<file path="src/rtl/txlen_pkg.sv">
package txlen_pkg;
  typedef enum logic [1:0] {
    LD_NONE = 2'd0,
    LD_SW   = 2'd1,
    LD_AUTO = 2'd2
  } load_src_e;
endpackage

</file>
<file path="src/rtl/txlen_reload_reg.sv">
module txlen_reload_reg #(
  parameter int CNT_W = 16
) (
  input  logic             clk,
  input  logic             rst,
  input  logic             wr,
  input  logic [CNT_W-1:0] wdata,
  output logic [CNT_W-1:0] q
);
  always_ff @(posedge clk) begin
    if (rst)     q <= '0;
    else if (wr) q <= wdata;
  end
endmodule

</file>
<file path="src/rtl/txlen_load_sel.sv">
module txlen_load_sel
  import txlen_pkg::*;
#(
  parameter int CNT_W = 16
) (
  input  logic             sw_load,
  input  logic [CNT_W-1:0] sw_value,
  input  logic             msg_start,
  input  logic [CNT_W-1:0] reload_q,
  output logic             load_fire,
  output logic [CNT_W-1:0] load_val,
  output logic             load_nonzero
);
  load_src_e src;

  // software command outranks the automatic message-start load
  function automatic load_src_e pick(input logic sw, input logic auto_ld);
    if (sw)      return LD_SW;
    if (auto_ld) return LD_AUTO;
    return LD_NONE;
  endfunction

  always_comb begin
    src = pick(sw_load, msg_start);
    unique case (src)
      LD_SW:   load_val = sw_value;
      LD_AUTO: load_val = reload_q;
      default: load_val = '0;
    endcase
    load_fire    = (src != LD_NONE);
    load_nonzero = load_fire && (load_val != '0);
  end
endmodule

</file>
<file path="src/rtl/txlen_down_counter.sv">
module txlen_down_counter #(
  parameter int CNT_W = 16
) (
  input  logic             clk,
  input  logic             rst,
  input  logic             load_fire,
  input  logic [CNT_W-1:0] load_val,
  input  logic             fifo_wr,
  output logic [CNT_W-1:0] count,
  output logic             wr_counted,
  output logic             hits_zero,
  output logic             underflow
);
  localparam logic [CNT_W-1:0] ONE = {{(CNT_W-1){1'b0}}, 1'b1};

  logic cnt_zero;
  logic uf_evt;

  function automatic logic [CNT_W-1:0] dec_if(input logic [CNT_W-1:0] v,
                                              input logic en);
    return en ? (v - ONE) : v;
  endfunction

  always_comb begin
    cnt_zero   = (count == '0);
    wr_counted = fifo_wr && !load_fire && !cnt_zero;
    uf_evt     = fifo_wr && !load_fire && cnt_zero;
    hits_zero  = wr_counted && (count == ONE);
  end

  always_ff @(posedge clk) begin
    if (rst) begin
      count     <= '0;
      underflow <= 1'b0;
    end else begin
      count <= load_fire ? load_val : dec_if(count, wr_counted);
      if (uf_evt) underflow <= 1'b1;
    end
  end
endmodule

</file>
<file path="src/rtl/txlen_tail_tracker.sv">
module txlen_tail_tracker #(
  parameter int INF_W = 5
) (
  input  logic clk,
  input  logic rst,
  input  logic load_fire,
  input  logic load_nonzero,
  input  logic wr_counted,
  input  logic hits_zero,
  input  logic byte_sent,
  output logic sent_counted,
  output logic fire,
  output logic term_req
);
  logic [INF_W-1:0] inflight;
  logic [INF_W-1:0] inflight_n;
  logic             armed;
  logic             final_q;
  logic             final_n;

  function automatic logic [INF_W-1:0] tally_step(input logic [INF_W-1:0] v,
                                                  input logic inc,
                                                  input logic dec);
    logic [INF_W-1:0] r;
    r = v;
    if (inc) r = r + {{(INF_W-1){1'b0}}, 1'b1};
    if (dec) r = r - {{(INF_W-1){1'b0}}, 1'b1};
    return r;
  endfunction

  always_comb begin
    sent_counted = byte_sent && !load_fire && ((inflight != '0) || wr_counted);
    inflight_n   = tally_step(inflight, wr_counted, sent_counted);
    final_n      = final_q || hits_zero;
    fire         = armed && final_n && sent_counted && (inflight_n == '0);
  end

  always_ff @(posedge clk) begin
    if (rst) begin
      inflight <= '0;
      armed    <= 1'b0;
      final_q  <= 1'b0;
      term_req <= 1'b0;
    end else if (load_fire) begin
      inflight <= '0;
      armed    <= load_nonzero;
      final_q  <= 1'b0;
      term_req <= 1'b0;
    end else begin
      inflight <= inflight_n;
      armed    <= armed && !fire;
      final_q  <= final_n && !fire;
      term_req <= fire;
    end
  end
endmodule

</file>
<file path="src/rtl/txlen_counter.sv">
module txlen_counter #(
  parameter int CNT_W = 16,
  parameter int INF_W = 5
) (
  input  logic             clk,
  input  logic             rst,
  input  logic             sw_load,
  input  logic [CNT_W-1:0] sw_value,
  input  logic             reload_wr,
  input  logic [CNT_W-1:0] reload_value,
  input  logic             msg_start,
  input  logic             fifo_wr,
  input  logic             byte_sent,
  output logic [CNT_W-1:0] count,
  output logic [CNT_W-1:0] reload_q,
  output logic             term_req,
  output logic             underflow
);
  logic             load_fire;
  logic [CNT_W-1:0] load_val;
  logic             load_nonzero;
  logic             wr_counted;
  logic             hits_zero;
  logic             sent_counted;
  logic             fire;

  txlen_reload_reg #(.CNT_W(CNT_W)) u_reload (
    .clk(clk), .rst(rst), .wr(reload_wr), .wdata(reload_value), .q(reload_q)
  );

  txlen_load_sel #(.CNT_W(CNT_W)) u_sel (
    .sw_load(sw_load), .sw_value(sw_value), .msg_start(msg_start),
    .reload_q(reload_q), .load_fire(load_fire), .load_val(load_val),
    .load_nonzero(load_nonzero)
  );

  txlen_down_counter #(.CNT_W(CNT_W)) u_cnt (
    .clk(clk), .rst(rst), .load_fire(load_fire), .load_val(load_val),
    .fifo_wr(fifo_wr), .count(count), .wr_counted(wr_counted),
    .hits_zero(hits_zero), .underflow(underflow)
  );

  txlen_tail_tracker #(.INF_W(INF_W)) u_tail (
    .clk(clk), .rst(rst), .load_fire(load_fire), .load_nonzero(load_nonzero),
    .wr_counted(wr_counted), .hits_zero(hits_zero), .byte_sent(byte_sent),
    .sent_counted(sent_counted), .fire(fire), .term_req(term_req)
  );
endmodule

</file>
<file path="config.mk">
export PLATFORM = sky130hd
export DESIGN_NAME = txlen_counter
export DESIGN_NICKNAME = d
export VERILOG_FILES = /design/src/rtl/txlen_pkg.sv /design/src/rtl/txlen_reload_reg.sv /design/src/rtl/txlen_load_sel.sv /design/src/rtl/txlen_down_counter.sv /design/src/rtl/txlen_tail_tracker.sv /design/src/rtl/txlen_counter.sv
export SDC_FILE = /design/constraint.sdc
export NUM_CORES = 1
export LEC_CHECK = 0
export BUFFER_PORTS_ARGS = -buffer_cell sky130_fd_sc_hd__buf_2
export CORE_MARGIN = 5
export CORE_UTILIZATION = 55
export DETAILED_ROUTE_END_ITERATION = 10
export GPL_TIMING_DRIVEN = 0
export PLACE_DENSITY_LB_ADDON = 0.12
export REMOVE_ABC_BUFFERS = 1
export SLEW_MARGIN = 20
export SYNTH_ARGS = -nofsm -noshare
export SYNTH_HDL_FRONTEND = slang
export SYNTH_HIERARCHICAL = 1
export SYNTH_SLANG_ARGS = --single-unit
</file>
<file path="constraint.sdc">
create_clock -name clk -period 5.8 [get_ports clk]
set_clock_uncertainty 0.2 [all_clocks]
set_input_delay 1.45 -clock clk [delete_from_list [all_inputs] [get_ports clk]]
set_output_delay 1.45 -clock clk [all_outputs]
set_load 0.05 [all_outputs]
</file>
==> qor.yml <==
clock_network:
  cts_root_buf: "clkbuf_8"
  cts.sinks: 41
  postCtsSetupBuffers: 0
  hold_buffers: 0
  clockBufferDepth: 2
  tritoncts: "done"
  htreeDepth: 2
  clock_latency_ns: 0.29
  cts_buffers: 5
  cts-resized-gates: 0
  path_clk_slew_ns: 0.07
timing:
  fin_setup_tns_ns: 0
  setup_violations: 0
  slew-limit-headroom_pct: 30.96
  period_needed_ns: 4.299
  hold_violations: 0
  timing.final.ws_setup_ns: 1.501
  drv_slew: 0
  rsz0062_at_grt: "no"
  worst_slew_pin_slew_ns: 1.033
  post-route-period-util_pct: 74.11
  maxClockFrequency_mhz: 232.6
final_layout:
  syn_to_final_growth_pct: 15.70
  drive_gt1_share_pct: 28.99
  final_area_sq_mm: 0.002904
  regArea_sq_um: 820.8
  multi_input_area_sq_mm: 0.001543
  diodes: 0
  fillers: 363
  finalNonFillerCells: 390
  final_net_count: 383
pwr:
  power-per-cell-area_mw_per_mm2: 235.7
  p_leak_nw: 1.211
  irDropWorstVdd_v: 0.0001552
worst_hold_path:
  hold_start: "u_cnt/underflow"
  min_path_type: "register to register"
  whs_endpoint: "u_cnt/underflow"
  hold_depth: 1
floorplan:
  rows: 24
  die_w_um: 77.56
  start_util_pct: 57.25
  dieArea_sq_mm: 0.006015
  pin_count: 73
  die_h_um: 77.56
  core-area_sq_mm: 0.004384
detailed_routing:
  drc: 0
  vias: 2359
  viasPerCell: 6.049
  drtIter0Drc: 127
  wl_per_cell_um: 16.53
  wl_mm: 6.447
  firstDrtPassIters: 4
  ant_nets: 0
worst_setup_path:
  critPathLaunchType: "primary input"
  critPathMaxFanout: 20
  crit_type: "primary input to register"
  reg2reg_depth: 9
  cp-startpoint: "sw_load"
  critPathCaptureType: "register"
  worstPathArrival_ns: 4.29
  crit_required_ns: 5.79
  reg2reg_slack_ns: 2.09
  worstReg2RegEnd: "u_tail/final_q"
  rr_startpoint: "u_cnt/count[1]"
synthesis:
  yosys_warnings: 6
  synth_area_sq_mm: 0.002510
  syn-instance-count: 278
  avgSynthCellArea_sq_um: 9.028
status:
  status: "completed"
place:
  gp_congestion: 0.8365
  port_buffers: 72
  dpl_cell_area_sq_mm: 0.002830
  dp_cells: 384
  place_ws_ns: 1.234
  post-dp-hpwl_mm: 4.888
global_route:
  gr-total-overflow: 0
  grt_pass1_vias: 2285
  grt_pass1_wl_mm: 10.78
  grt_util_all_layers_pct: 21.50
  grt_max_degree: 37
  antenna_found_initial: 0
job:
  drv_cap: 0
## worst max-delay path, stage by stage
cell	delay [ns]
buf_2	0.20
or2_2	0.45
nand2b_1	0.23
a41oi_2	0.66
xnor2_1	0.26
ha_1	0.29
xnor2_1	0.15
or3_1	0.40
o21a_1	0.18
## metal layers
metal | GRT usage (%) | wire length [um] | up-vias | part of all wire (%)
met5 | 0 | 0 | - | 0
met3 | 5.671 | 448 | 7 | 6.9
met4 | 5.670 | 58 | 0 | 0.90
li1 | - | - | 1175 | -
met2 | 33.92 | 2957 | 74 | 46
met1 | 29.11 | 2982 | 1103 | 46
## report_power, final
part | internal [mW] | total, mW | leakage (nW) | switching [mW]
registers | 0.297 | 0.321 | 0.337 | 0.0242
clock network | 0.0792 | 0.170 | 0.0399 | 0.0910
logic | 0.0669 | 0.193 | 0.834 | 0.126
total | 0.443 | 0.685 | 1.21 | 0.241
## worst max-delay path by stage
| stage | slack, ns | depth (start not counted) | end |
|---|---|---|---|
| 2_1_floorplan | 1.52 | 8 | u_tail/final_q |
| 3_3_place_gp | 0.77 | 9 | u_tail/final_q |
| 3_5_place_dp | 1.23 | 9 | u_tail/final_q |
| 4_1_cts | 1.54 | 9 | u_tail/final_q |
| 5_1_grt | 1.30 | 9 | u_tail/final_q |
| 6_report | 1.50 | 9 | u_tail/final_q |
## layout by cell type, fill, tap and decap left out, drive strengths merged, types with 3 or more instances in the layout
cell type,n
or4,7
inv,11
mux2i,18
nor2b,4
nor3,3
xnor2,10
nor4,17
xor2,4
nand2b,4
a21oi,6
clkbuf,5
nand2,9
o31ai,3
o21ai,4
a311oi,9
a22o,16
and4,3
ha,5
nand3,3
buf,72
nand4,7
dfxtp,41
nor2,39
a211oi,7
or2,3
or3,3
## stage by stage
step	power [mW]	hold slack (ns)	utilization, %
final	0.6846	0.2844	66.24
after global placement	0.5140	0.2617	64.24
after global routing	0.7191	0.3153	66.24
after CTS	0.6882	0.2869	66.24
after floorplan	0.4567	0.3471	-
after detailed placement	0.5187	0.2695	64.55
## final cells by class
class	count	share of cell area [%]
repair buffers	72	12.41
flip-flops and latches	41	28.26
inverters	11	1.422
clock inverters	1	0.1723
multi-input cells	208	53.12
clock buffers	5	2.370
well taps	52	2.240
## state kept, by name (all words and copies together) (netlist names)
name	cells
u_cnt/underflow	1
u_reload/q	16
u_tail/final_q	1
u_tail/armed	1
u_tail/inflight	5
u_cnt/count	16
u_tail/term_req	1
(Power assumes the default switching activity.)
